$ cat config.mk
export PLATFORM = sky130hd
export DESIGN_NAME = sptx_rd_ctrl
export DESIGN_NICKNAME = d
export VERILOG_FILES = /design/src/rtl/sptx_pkg.sv /design/src/rtl/sptx_fifo.sv /design/src/rtl/sptx_lat_pipe.sv /design/src/rtl/sptx_rd_ctrl.sv
export SDC_FILE = /design/constraint.sdc
export NUM_CORES = 1
export LEC_CHECK = 0
export BUFFER_PORTS_ARGS = -buffer_cell sky130_fd_sc_hd__buf_2
export CELL_PAD_IN_SITES_DETAIL_PLACEMENT = 1
export CELL_PAD_IN_SITES_GLOBAL_PLACEMENT = 2
export CORE_MARGIN = 3
export CORE_UTILIZATION = 35
export CTS_CLUSTER_DIAMETER = 60
export CTS_CLUSTER_SIZE = 28
export DETAILED_ROUTE_END_ITERATION = 6
export PLACE_DENSITY_LB_ADDON = 0.1
export SYNTH_ARGS = -nofsm -noshare
export SYNTH_HDL_FRONTEND = slang
export SYNTH_SLANG_ARGS = --single-unit
$ cat constraint.sdc
create_clock -name clk -period 3.3 [get_ports clk]
set_input_delay 0.66 -clock clk [delete_from_list [all_inputs] [get_ports clk]]
set_output_delay 0.66 -clock clk [all_outputs]
set_load 0.05 [all_outputs]
$ cat src/rtl/sptx_pkg.sv
package sptx_pkg;
  function automatic int ceil_div(input int num, input int den);
    return (num + den - 1) / den;
  endfunction
endpackage

$ cat src/rtl/sptx_fifo.sv
module sptx_fifo #(
  parameter int W     = 8,
  parameter int DEPTH = 4
) (
  input  logic         clk,
  input  logic         rst_n,
  input  logic         push,
  input  logic [W-1:0] push_data,
  input  logic         pop,
  output logic [W-1:0] head,
  output logic         empty,
  output logic         full
);
  localparam int AW = (DEPTH > 1) ? $clog2(DEPTH) : 1;
  localparam int CW = $clog2(DEPTH + 1);

  logic [W-1:0]  store [DEPTH];
  logic [AW-1:0] wptr, rptr;
  logic [CW-1:0] count;

  assign empty = (count == '0);
  assign full  = (count == CW'(DEPTH));
  assign head  = store[rptr];

  always_ff @(posedge clk) begin
    if (push) store[wptr] <= push_data;
  end

  always_ff @(posedge clk) begin
    if (!rst_n) begin
      wptr  <= '0;
      rptr  <= '0;
      count <= '0;
    end else begin
      if (push) wptr <= (wptr == AW'(DEPTH - 1)) ? '0 : wptr + 1'b1;
      if (pop)  rptr <= (rptr == AW'(DEPTH - 1)) ? '0 : rptr + 1'b1;
      case ({push, pop})
        2'b10:   count <= count + 1'b1;
        2'b01:   count <= count - 1'b1;
        default: count <= count;
      endcase
    end
  end

  // a push into a full buffer only happens if a pop frees a slot
  a_r8_no_overflow: assert property (@(posedge clk) disable iff (!rst_n)
    push && full |-> pop);
  // occupancy never exceeds the configured depth
  a_r9_count_bound: assert property (@(posedge clk) disable iff (!rst_n)
    count <= CW'(DEPTH));
  // nothing is taken from an empty buffer
  a_r5_no_underflow: assert property (@(posedge clk) disable iff (!rst_n)
    pop |-> !empty);
endmodule

$ cat src/rtl/sptx_lat_pipe.sv
module sptx_lat_pipe #(
  parameter int STAGES = 4,
  parameter int W      = 3
) (
  input  logic         clk,
  input  logic         rst_n,
  input  logic         in_v,
  input  logic [W-1:0] in_d,
  output logic         out_v,
  output logic [W-1:0] out_d
);
  logic [STAGES-1:0] v;
  logic [W-1:0]      d [STAGES];

  always_ff @(posedge clk) begin
    if (!rst_n) v[0] <= 1'b0;
    else        v[0] <= in_v;
  end
  always_ff @(posedge clk) d[0] <= in_d;

  for (genvar g = 1; g < STAGES; g++) begin : g_stage
    always_ff @(posedge clk) begin
      if (!rst_n) v[g] <= 1'b0;
      else        v[g] <= v[g-1];
    end
    always_ff @(posedge clk) d[g] <= d[g-1];
  end

  assign out_v = v[STAGES-1];
  assign out_d = d[STAGES-1];
endmodule

$ cat src/rtl/sptx_rd_ctrl.sv
module sptx_rd_ctrl #(
  parameter int ADDR_W  = 8,
  parameter int DATA_W  = 16,
  parameter int TAG_W   = 3,
  parameter int MEM_LAT = 4,
  parameter int BUS_CYC = 1
) (
  input  logic              clk,
  input  logic              rst_n,
  input  logic              req_valid,
  output logic              req_ready,
  output logic              req_retry,
  input  logic [ADDR_W-1:0] req_addr,
  input  logic [TAG_W-1:0]  req_tag,
  output logic              mem_rd_en,
  output logic [ADDR_W-1:0] mem_rd_addr,
  input  logic [DATA_W-1:0] mem_rd_data,
  output logic              bus_req,
  input  logic              bus_gnt,
  output logic              rsp_valid,
  output logic [DATA_W-1:0] rsp_data,
  output logic [TAG_W-1:0]  rsp_tag
);
  localparam int INFLIGHT = sptx_pkg::ceil_div(MEM_LAT, BUS_CYC);
  localparam int RQ_DEPTH = (INFLIGHT < 2) ? 2 : INFLIGHT;
  localparam int RB_DEPTH = INFLIGHT + 1;
  localparam int CNT_W    = $clog2(RB_DEPTH + 1);
  localparam int RQ_W     = ADDR_W + TAG_W;
  localparam int RB_W     = TAG_W + DATA_W;

  logic             rq_full, rq_empty, rq_push, issue;
  logic [RQ_W-1:0]  rq_head;
  logic             rb_full, rb_empty, rsp_fire;
  logic [RB_W-1:0]  rb_head;
  logic             lat_v;
  logic [TAG_W-1:0] lat_tag;
  logic [CNT_W-1:0] outstanding;

  // request side
  assign req_ready = !rq_full;
  assign req_retry = req_valid && rq_full;
  assign rq_push   = req_valid && !rq_full;

  sptx_fifo #(.W(RQ_W), .DEPTH(RQ_DEPTH)) i_req_q (
    .clk(clk), .rst_n(rst_n),
    .push(rq_push), .push_data({req_tag, req_addr}),
    .pop(issue), .head(rq_head), .empty(rq_empty), .full(rq_full)
  );

  // issue only while the return buffer has room for the result
  assign issue       = !rq_empty &&
                       (int'(outstanding) < RB_DEPTH + int'(rsp_fire));
  assign mem_rd_en   = issue;
  assign mem_rd_addr = rq_head[ADDR_W-1:0];

  sptx_lat_pipe #(.STAGES(MEM_LAT), .W(TAG_W)) i_lat (
    .clk(clk), .rst_n(rst_n),
    .in_v(issue), .in_d(rq_head[RQ_W-1:ADDR_W]),
    .out_v(lat_v), .out_d(lat_tag)
  );

  sptx_fifo #(.W(RB_W), .DEPTH(RB_DEPTH)) i_ret_q (
    .clk(clk), .rst_n(rst_n),
    .push(lat_v), .push_data({lat_tag, mem_rd_data}),
    .pop(rsp_fire), .head(rb_head), .empty(rb_empty), .full(rb_full)
  );

  // reply side: master request, drive only under grant
  assign bus_req   = !rb_empty;
  assign rsp_fire  = bus_req && bus_gnt;
  assign rsp_valid = rsp_fire;
  assign rsp_data  = rb_head[DATA_W-1:0];
  assign rsp_tag   = rb_head[RB_W-1:DATA_W];

  always_ff @(posedge clk) begin
    if (!rst_n) outstanding <= '0;
    else begin
      case ({issue, rsp_fire})
        2'b10:   outstanding <= outstanding + 1'b1;
        2'b01:   outstanding <= outstanding - 1'b1;
        default: outstanding <= outstanding;
      endcase
    end
  end

  // quiet outputs in the first cycle after reset
  a_r1_reset_quiet: assert property (@(posedge clk) disable iff (!rst_n)
    $rose(rst_n) |-> !bus_req && !mem_rd_en && req_ready);
  // bus request held until granted
  a_r6_req_hold: assert property (@(posedge clk) disable iff (!rst_n)
    bus_req && !bus_gnt |=> bus_req);
  // outstanding reads bounded by the return buffer size
  a_r8_credit_bound: assert property (@(posedge clk) disable iff (!rst_n)
    int'(outstanding) <= RB_DEPTH);
  // data leaving the latency pipe always finds a slot
  a_r8_capture_room: assert property (@(posedge clk) disable iff (!rst_n)
    lat_v |-> !rb_full || rsp_fire);
endmodule

==> summary.txt, run 1 <==
Post-synth EDFFs: 139
Yosys warnings: 0
total placed instance area: 7350 µm²
register bit total from synthesis: 179
Fin Setup TNS: 0 ns
Crit. End Element: primary output
Post-Syn Nets: 396
crit path time final: 3.02 ns
# clock sinks: 179
1st-pass router iterations: 4
die width: 144 µm
FILL cells: 1821
Lkg Pwr: 2.73 nW
Synth top area share: 0.622
Post-CTS Setup Bufs: 0
Hold Path Class: register to register
top cell types by occurrence after synthesis: edfxtp_1 (139), dfxtp_1 (40), mux4_2 (30)
root buf cell: clkbuf_16
Worst-path clk slew: 0.07 ns
Wirelength per Cell: 18.1 µm
Final period util: 0.916
total wire length: 12200 µm
critical path type: register to primary output
CP Launch Type: register
Post-synth ARST share: 0
Final nets: 475
clock skew: 0.00992 ns
Netlist Area Pre-Place: 6710 µm²
grt ovf: 0
fmax: 0.331 GHz
register area share after synthesis: 0.741
GR Util All Layers: 0.124
Die Ht: 144 µm
CTS max path bufs: 2
CTS tree: built
HPWL Detailed: 7490 µm
layout cells sized above 1: 0.362
RSZ-0062 raised after global routing: no
relative slew slack: 0.570
Tightest Pin Transition: 0.644 ns
first-pass GRT wire length: 19200 µm
die area: 20900 µm²
Starting Density: 0.358
Post-Synthesis Cells: 349
ANT nets after route: 0
Core ar.: 18800 µm²
status: finished, final reports clean
Main synth FF type: edfxtp_1
Rows: 50
VDD IR max: 0.574 mV
CTS resizes: 0
final hold vios: 0
CP Data Required Time: 2.64 ns
H-tree Lvls: 4
Tot Pwr: 6.07 mW
worst reg2reg setup slack: 0.32 ns
routability cong.: 0.678
routed vias: 3224
Max-cap violations: 0
Port Buffers: 62
crit path max fanout: 4
Avg Inst Size Synth: 19.2 µm²
CTS Hold Buffers Added: 0
# DRC: 0
final setup vio count: 0
Yosys top cell by area: edfxtp_1
most numerous cell in the Yosys netlist: edfxtp_1
final design area excluding fillers: 7910 µm²
Num CTS Buffers: 17
Cell variety after synth: 37
1st-iter DRT viols: 133
vias per cell: 4.79
vias in the first global route: 3470
Power per Cell Area: 767 nW/µm²
# IOs: 63
ANT cells: 0
Slew Limit Fails: 0
P&R area growth vs syn: 17.9%
top cells by area, synth: edfxtp_1 (62%), dfxtp_1 (12%), mux4_2 (10%)
initial antenna violation count: 0
Clock Latency Late Sink: 0.42 ns
crit path DAT: 2.36 ns
largest net degree at the start of global routing: 26
-- metrics by stage --
| step | worst slack [ns] | cells | util | hold slack, ns |
|---|---|---|---|---|
| 2_1_floorplan | 0.414 | 349 | - | 0.310 |
| 6_report | 0.276 | 673 | 0.422 | 0.325 |
| 3_5_place_dp | 0.294 | 643 | 0.392 | 0.313 |
| 3_3_place_gp | 0.400 | 643 | 0.392 | 0.312 |
| 4_1_cts | 0.235 | 673 | 0.422 | 0.328 |
| 5_1_grt | 0.126 | 673 | 0.422 | 0.337 |
-- worst max-delay path, stage by stage (launching register included) --
cell	delay (ns)
dfxtp_1	0.33
or3_4	0.41
nand2_4	0.10
ha_1	0.23
o21ai_0	0.15
or2b_1	0.25
o41a_4	0.13
inv_2	0.09
buf_2	0.26
-- state kept, by name (all words and copies together), names as in the netlist, named ones only --
name / flops
i_req_q.count: 3
outstanding: 3
i_ret_q.count: 3
i_ret_q.store: 95
i_lat.v: 3
i_ret_q.wptr: 3
i_req_q.rptr: 2
i_lat.out_v: 1
i_req_q.wptr: 2
i_lat.d: 12
i_req_q.store: 44
i_ret_q.rptr: 3
-- path summary, 6_finish.rpt --
| check | from | to | cells after the start |
|---|---|---|---|
| setup / recovery | i_ret_q.count[0]$_SDFFE_PN0P_ | mem_rd_en | 8 |
| hold / removal | i_lat.d[0][2]$_DFF_P_ | i_lat.d[1][2]$_DFF_P_ | 0 |
| setup reg to reg | i_ret_q.count[0]$_SDFFE_PN0P_ | outstanding[2]$_SDFFE_PN0P_ | 11 |
| hold reg to reg | i_lat.d[0][2]$_DFF_P_ | i_lat.d[1][2]$_DFF_P_ | 0 |
-- layer usage --
layer  vias to the layer above  track usage  wire length, µm
met1                      1638        0.159             5420
met5                         -            0                0
li1                       1504            -                -
met2                        63        0.203             6110
met3                        19       0.0301              433
met4                         0       0.0515              198
-- cell families (layout without fill, tap and decap cells) --
group,after synthesis,after routing,synth area share
mux,55,55,0.142
fa+ha+maj,16,16,0.0332
flops,179,179,0.741
simple gates,51,51,0.0423
compound gates,18,18,0.0188
buf+inv,24,114,0.0149
xor+xnor,6,6,0.00783
-- where the power goes --
part / total (mW) / internal [mW] / switching [mW]
registers: 2.82 / 2.67 / 0.149
clock network: 1.93 / 1.11 / 0.821
logic: 1.32 / 0.517 / 0.807
total: 6.07 / 4.30 / 1.78
-- layout make-up --
type,instances,area [µm²],share of cell area
Inverter,13,51.3,0.00648
Tap cell,234,293,0.0370
Timing Repair Buffer,71,378,0.0477
Multi-Input combinational cell,146,1660,0.209
Clock buffer,17,425,0.0538
Sequential cell,179,4970,0.629
Clock inverter,13,135,0.0171
-- placed cells by master, fill, tap and decap left out, types with 2 or more instances in the layout --
master | netlist | layout
nand2_1 | 12 | 12
buf_2 | 2 | 62
edfxtp_1 | 139 | 139
nor3_2 | 0 | 2
nor2b_1 | 4 | 4
inv_1 | 11 | 11
nor2_1 | 6 | 4
a21boi_0 | 6 | 6
dfxtp_1 | 40 | 40
clkbuf_16 | 0 | 17
or3_1 | 4 | 4
fa_1 | 3 | 3
clkinv_2 | 0 | 2
mux2i_1 | 5 | 5
mux2_2 | 20 | 20
o21ai_0 | 8 | 8
bufinv_16 | 0 | 2
buf_4 | 1 | 9
ha_1 | 13 | 13
and2_1 | 10 | 10
xnor2_1 | 5 | 5
mux4_2 | 30 | 30
clkinv_4 | 0 | 3
clkinv_1 | 0 | 3
nand3_1 | 2 | 2
and3_1 | 4 | 4
nor2_2 | 0 | 2
No activity file was read; power rests on OpenSTA's default activity.
==> inputs of run 2 (changes only) <==
--- a/config.mk
+++ b/config.mk
@@ -8,6 +8,7 @@
 export BUFFER_PORTS_ARGS = -buffer_cell sky130_fd_sc_hd__buf_2
 export CELL_PAD_IN_SITES_DETAIL_PLACEMENT = 1
 export CELL_PAD_IN_SITES_GLOBAL_PLACEMENT = 2
+export CORE_ASPECT_RATIO = 0.75
 export CORE_MARGIN = 3
 export CORE_UTILIZATION = 35
 export CTS_CLUSTER_DIAMETER = 60
==> run 2 against run 1 <==
Clock-buffer cell count stayed put. Highest routed layer is now met5. Utilization up 0.29 points. Setup slack better by 0.029 ns. Final cell count is 2.2% higher. Power fell by 0.44%. Largest cell class unchanged. Critical endpoint unchanged. Critical path depth did not move.
==> summary.txt, run 2 (synthesis gave the netlist of run 1 again) <==
Tightest Pin Transition: 0.751 ns (+0.107 ns)
Die Ht: 126 µm (-13%)
largest registers: i_ret_q.store x95, i_req_q.store x44, i_lat.d x12
crit path time final: 3.00 ns (-0.0288 ns)
CTS resizes: 0 (unchanged)
final setup vio count: 0 (unchanged)
Slew Limit Fails: 0 (unchanged)
# DRC: 0 (unchanged)
Power per Cell Area: 763 nW/µm² (-0.59%)
pre-CTS setup slack: 0.298 ns (+0.00449 ns)
register with the most flip-flops: i_ret_q.store
Max-cap violations: 0 (unchanged)
# IOs: 63 (unchanged)
largest net degree at the start of global routing: 26 (unchanged)
CTS tree: built
Clock Latency Late Sink: 0.43 ns (about the same)
H-tree Lvls: 4 (unchanged)
GR Util All Layers: 0.124 (about the same)
Reg2Reg Depth: 11 (unchanged)
CP Launch Type: register
post-route setup slack: 0.305 ns (+0.0288 ns)
grt ovf: 0 (unchanged)
Num CTS Buffers: 17 (unchanged)
Final period util: 0.908 (-0.00871)
Worst-path clk slew: 0.07 ns (about the same)
routed vias: 3228 (+0.12%)
die area: 20900 µm² (about the same)
ANT nets after route: 0 (unchanged)
crit path max fanout: 4 (unchanged)
# clock sinks: 179 (unchanged)
critical path type: register to primary output
1st-pass router iterations: 4 (unchanged)
Worst Hold Depth: 0 (unchanged)
Core ar.: 18700 µm² (-0.53%)
total placed instance area: 7370 µm² (+0.22%)
RSZ-0062 raised after global routing: no
CP Data Required Time: 2.64 ns (about the same)
vias in the first global route: 3675 (+5.9%)
FILL cells: 1807 (-0.77%)
routability cong.: 0.704 (+3.7%)
final design area excluding fillers: 7930 µm² (+0.16%)
CTS max path bufs: 2 (unchanged)
Rows: 43 (-14%)
vias per cell: 4.69 (-2.1%)
1st-iter DRT viols: 166 (+25%)
layout cells sized above 1: 0.372 (+0.00970)
relative slew slack: 0.499 (-0.0716)
crit path DAT: 2.34 ns (-0.02 ns)
hold slack: 0.316 ns (-0.00949 ns)
Post-CTS Setup Bufs: 0 (unchanged)
Starting Density: 0.359 (+0.00189)
max reg flops: 95 (unchanged)
most common cell after layout, fill and taps aside: edfxtp_1
Final nets: 475 (unchanged)
Hold Path Class: register to register
first-pass GRT wire length: 19800 µm (+2.8%)
initial antenna violation count: 1 (+1)
P&R area growth vs syn: 18.1%
status: finished, final reports clean
VDD IR max: 0.533 mV (-7.2%)
Wirelength per Cell: 18.0 µm (-0.15%)
HPWL Detailed: 7750 µm (+3.5%)
root buf cell: clkbuf_16
final hold vios: 0 (unchanged)
ANT cells: 0 (unchanged)
Tot Pwr: 6.05 mW (-0.44%)
fmax: 0.334 GHz (+0.96%)
Crit. End Element: primary output
most frequent cells in the layout: edfxtp_1 (139), buf_2 (62), dfxtp_1 (40)
Lkg Pwr: 2.73 nW (about the same)
Port Buffers: 62 (unchanged)
Fin Setup TNS: 0 ns (unchanged)
die width: 166 µm (+15%)
total wire length: 12400 µm (+2.1%)
clock skew: 0.0153 ns (+0.00542 ns)
CTS Hold Buffers Added: 0 (unchanged)
[run 2: changes by cell type in the layout (fill, tap and decap cells not counted)]
| cell | delta |
|---|---|
| clkinv_2 | +3 |
| inv_6 | +3 |
| inv_8 | -1 |
| bufinv_16 | -1 |
| clkinvlp_4 | +1 |
| clkinv_1 | -3 |
[run 2: routing by layer]
metal	share of wire	global-route usage	vias up
met5	0.00056	0	-
met1	0.43	0.148	1649
met4	0.010	0.0469	2
met3	0.043	0.0389	13
li1	-	-	1505
met2	0.51	0.213	59
[run 2: power by group]
group	total [mW]	switching [mW]	internal (mW)	leakage [nW]
Combinational	1.32	0.805	0.516	0.864
Clock	1.90	0.855	1.04	0.274
Sequential	2.83	0.154	2.67	1.59
[run 2: layout make-up]
cell class	instances	area (µm²)	area share
inverters	13	51.3	0.00647
clock buffers	17	425	0.0537
well taps	247	309	0.0390
flip-flops and latches	179	4970	0.628
multi-input cells	146	1660	0.209
clock inverters	15	131	0.0166
repair buffers	71	378	0.0477
[run 2: path summary, 6_finish.rpt]
kind / from / to / slack, ns
worst max-delay path: i_ret_q.count[0]$_SDFFE_PN0P_ / mem_rd_en / 0.30
worst min-delay path: i_lat.d[2][2]$_DFF_P_ / i_lat.d[3][2]$_DFF_P_ / 0.32
worst max register to register: i_ret_q.count[0]$_SDFFE_PN0P_ / outstanding[2]$_SDFFE_PN0P_ / 0.37
worst min register to register: i_lat.d[2][2]$_DFF_P_ / i_lat.d[3][2]$_DFF_P_ / 0.32
[run 2: stage by stage]
stage / std cells / util
after floorplan: 349 / -
after global placement: 656 / 0.395
after detailed placement: 656 / 0.395
after CTS: 688 / 0.425
after global routing: 688 / 0.425
final: 688 / 0.425
[run 2: critical path: stages, from the launching register on]
cell and delay (ns):
dfxtp_1 0.33, or3_4 0.41, nand2_4 0.10, ha_1 0.22
o21ai_0 0.14, or2b_1 0.25, o41a_4 0.13, inv_2 0.09
buf_2 0.26
==> inputs of run 3 (changes only) <==
--- a/config.mk
+++ b/config.mk
@@ -5,12 +5,14 @@
 export SDC_FILE = /design/constraint.sdc
 export NUM_CORES = 1
 export LEC_CHECK = 0
+export ABC_CLOCK_PERIOD_IN_PS = 3300
 export BUFFER_PORTS_ARGS = -buffer_cell sky130_fd_sc_hd__buf_2
 export CELL_PAD_IN_SITES_DETAIL_PLACEMENT = 1
 export CELL_PAD_IN_SITES_GLOBAL_PLACEMENT = 2
 export CORE_ASPECT_RATIO = 0.75
 export CORE_MARGIN = 3
 export CORE_UTILIZATION = 35
+export CTS_BUF_LIST = sky130_fd_sc_hd__clkbuf_4 sky130_fd_sc_hd__clkbuf_8
 export CTS_CLUSTER_DIAMETER = 60
 export CTS_CLUSTER_SIZE = 28
 export DETAILED_ROUTE_END_ITERATION = 6
==> run 3 against run 2 <==
Final cell count unchanged. Critical endpoint unchanged. Largest cell class unchanged. Clock-buffer cell count unchanged. Global-route usage about the same. Non-clock buffer count stayed put. Power is 8.5% lower. Highest routed layer unchanged. Setup slack got worse by 0.025 ns. Critical path type unchanged.
==> summary.txt, run 3 (synthesis gave the netlist of run 1 again) <==
Clock Latency Late Sink: 0.44 ns (about the same)
total wire length: 12400 µm (-0.31%)
Slew Limit Fails: 0 (unchanged)
internal power: 3.79 mW (-11%)
routability cong.: 0.704 (unchanged)
Most Crowded Layer GR: met2
Crit. End Element: primary output
Final period util: 0.915 (+0.00766)
crit-path max cell delay: 0.41 ns (about the same)
ANT cells: 0 (unchanged)
CP Data Required Time: 2.64 ns (about the same)
Combinational Power Share: 0.239 (+0.020)
largest net degree at the start of global routing: 26 (unchanged)
Tightest Pin Transition: 0.736 ns (-0.0147 ns)
Port Buffers: 62 (unchanged)
Num CTS Buffers: 17 (unchanged)
Lkg Pwr: 2.64 nW (-3.2%)
CTS tree: built
Post-CTS Setup Bufs: 0 (unchanged)
power share of the clock group: 0.251 (-0.063)
grt met1 use: 0.148 (+0.000652)
met2 usage: 0.214 (+0.000964)
CTS resizes: 0 (unchanged)
met3 usage: 0.0427 (+0.00377)
Rows: 43 (unchanged)
relative slew slack: 0.508 (+0.00980)
CTS Hold Buffers Added: 0 (unchanged)
Final nets: 475 (unchanged)
worst reg2reg setup slack: 0.36 ns (about the same)
# DRC: 0 (unchanged)
most frequent cells in the layout: edfxtp_1 (139), buf_2 (62), dfxtp_1 (40)
die area: 20900 µm² (unchanged)
Max-cap violations: 0 (unchanged)
routed vias: 3236 (+0.25%)
initial antenna violation count: 1 (unchanged)
Reg power frac: 0.510 (+0.043)
CP Launch Type: register
H-tree Lvls: 4 (unchanged)
# clock sinks: 179 (unchanged)
Wirelength per Cell: 18.0 µm (-0.31%)
crit path max fanout: 4 (unchanged)
CTS max path bufs: 2 (unchanged)
1st-iter DRT viols: 147 (-11%)
vias per cell: 4.70 (+0.25%)
HPWL Detailed: 7750 µm (unchanged)
crit path DAT: 2.36 ns (+0.02 ns)
fin util: 0.414 (-0.0103)
GR Util All Layers: 0.124 (-0.000128)
fmax: 0.331 GHz (-0.84%)
ANT nets after route: 0 (unchanged)
root buf cell: clkbuf_8
hold slack: 0.323 ns (+0.00750 ns)
switching share of total power: 0.315 (+0.0152)
Die Ht: 126 µm (unchanged)
Fin Setup TNS: 0 ns (unchanged)
die width: 166 µm (unchanged)
Power per Cell Area: 715 nW/µm² (-6.3%)
1st-pass router iterations: 4 (unchanged)
largest registers: i_ret_q.store x95, i_req_q.store x44, i_lat.d x12
Starting Density: 0.359 (unchanged)
# IOs: 63 (unchanged)
layout cells sized above 1: 0.372 (unchanged)
critical path type: register to primary output
grt ovf: 0 (unchanged)
most common cell after layout, fill and taps aside: edfxtp_1
first-pass GRT wire length: 19800 µm (+0.18%)
Worst-path clk slew: 0.09 ns (+0.02 ns)
VDD IR max: 0.532 mV (-0.19%)
vias in the first global route: 3701 (+0.71%)
crit path time final: 3.02 ns (+0.0253 ns)
RSZ-0062 raised after global routing: no
final setup vio count: 0 (unchanged)
Hold Path Class: register to register
P&R area growth vs syn: 15.2%
register with the most flip-flops: i_ret_q.store
Sw Pwr: 1.74 mW (-3.9%)
Core ar.: 18700 µm² (unchanged)
CP max-delay cell: or3_4
max reg flops: 95 (unchanged)
CP Cell Sequence: or3_4 > nand2_4 > ha_1 > o21ai_0 > or2b_1 > o41a_4 > inv_2 > buf_2
final hold vios: 0 (unchanged)
status: finished, final reports clean
clock skew: 0.0160 ns (+0.000619 ns)
run 3: changes by cell type in the layout (fill, tap and decap cells not counted):
cell / change
clkbuf_16: -17
clkbuf_8: +17
run 3: per-layer routing:
| layer | vias up | wire, µm |
|---|---|---|
| met3 | 14 | 565 |
| met2 | 68 | 6390 |
| li1 | 1500 | - |
| met4 | 2 | 133 |
| met5 | - | 7 |
| met1 | 1652 | 5280 |
run 3: power groups by stage:
| stage | clock, mW | sequential (mW) | combinational, mW |
|---|---|---|---|
| 3_5_place_dp | 0 | 2.88 | 1.35 |
| 2_1_floorplan | 0 | 2.79 | 1.10 |
| 6_report | 1.39 | 2.82 | 1.32 |
| 4_1_cts | 1.45 | 2.83 | 1.35 |
| 3_3_place_gp | 0 | 2.87 | 1.32 |
| 5_1_grt | 1.54 | 2.86 | 1.45 |
run 3: worst paths after layout:
kind                                       from                          end  cells past startpoint
hold reg to reg           i_lat.d[2][2]$_DFF_P_        i_lat.d[3][2]$_DFF_P_                      0
setup reg to reg  i_ret_q.count[0]$_SDFFE_PN0P_  outstanding[2]$_SDFFE_PN0P_                     11
hold / removal            i_lat.d[2][2]$_DFF_P_        i_lat.d[3][2]$_DFF_P_                      0
setup / recovery  i_ret_q.count[0]$_SDFFE_PN0P_                    mem_rd_en                      8
run 3: final cells by class:
class / count / area [µm²]
timing repair buffer: 71 / 378
tap: 247 / 309
fill: 1821 / 10900
inverter: 13 / 51.3
sequential: 179 / 4970
multi-input combinational: 146 / 1660
clock buffer: 17 / 234
clock inverter: 15 / 131
run 3: critical path: cells and delay by family, from the launching register on:
| family | cells | cell delay, ns |
|---|---|---|
| simple gates | 3 | 0.76 |
| fa+ha+maj | 1 | 0.22 |
| flops | 1 | 0.34 |
| compound gates | 2 | 0.27 |
| buf+inv | 2 | 0.35 |
run 3: metrics by stage:
step                      worst slack [ns]  std cells  total power, mW  cell area (µm²)
after floorplan                      0.414        349             3.89             6710
after global placement               0.385        656             4.20             7370
after detailed placement             0.298        656             4.23             7370
after CTS                            0.211        688             5.64             7730
after global routing                0.0861        688             5.84             7730
final                                0.280        688             5.53             7730
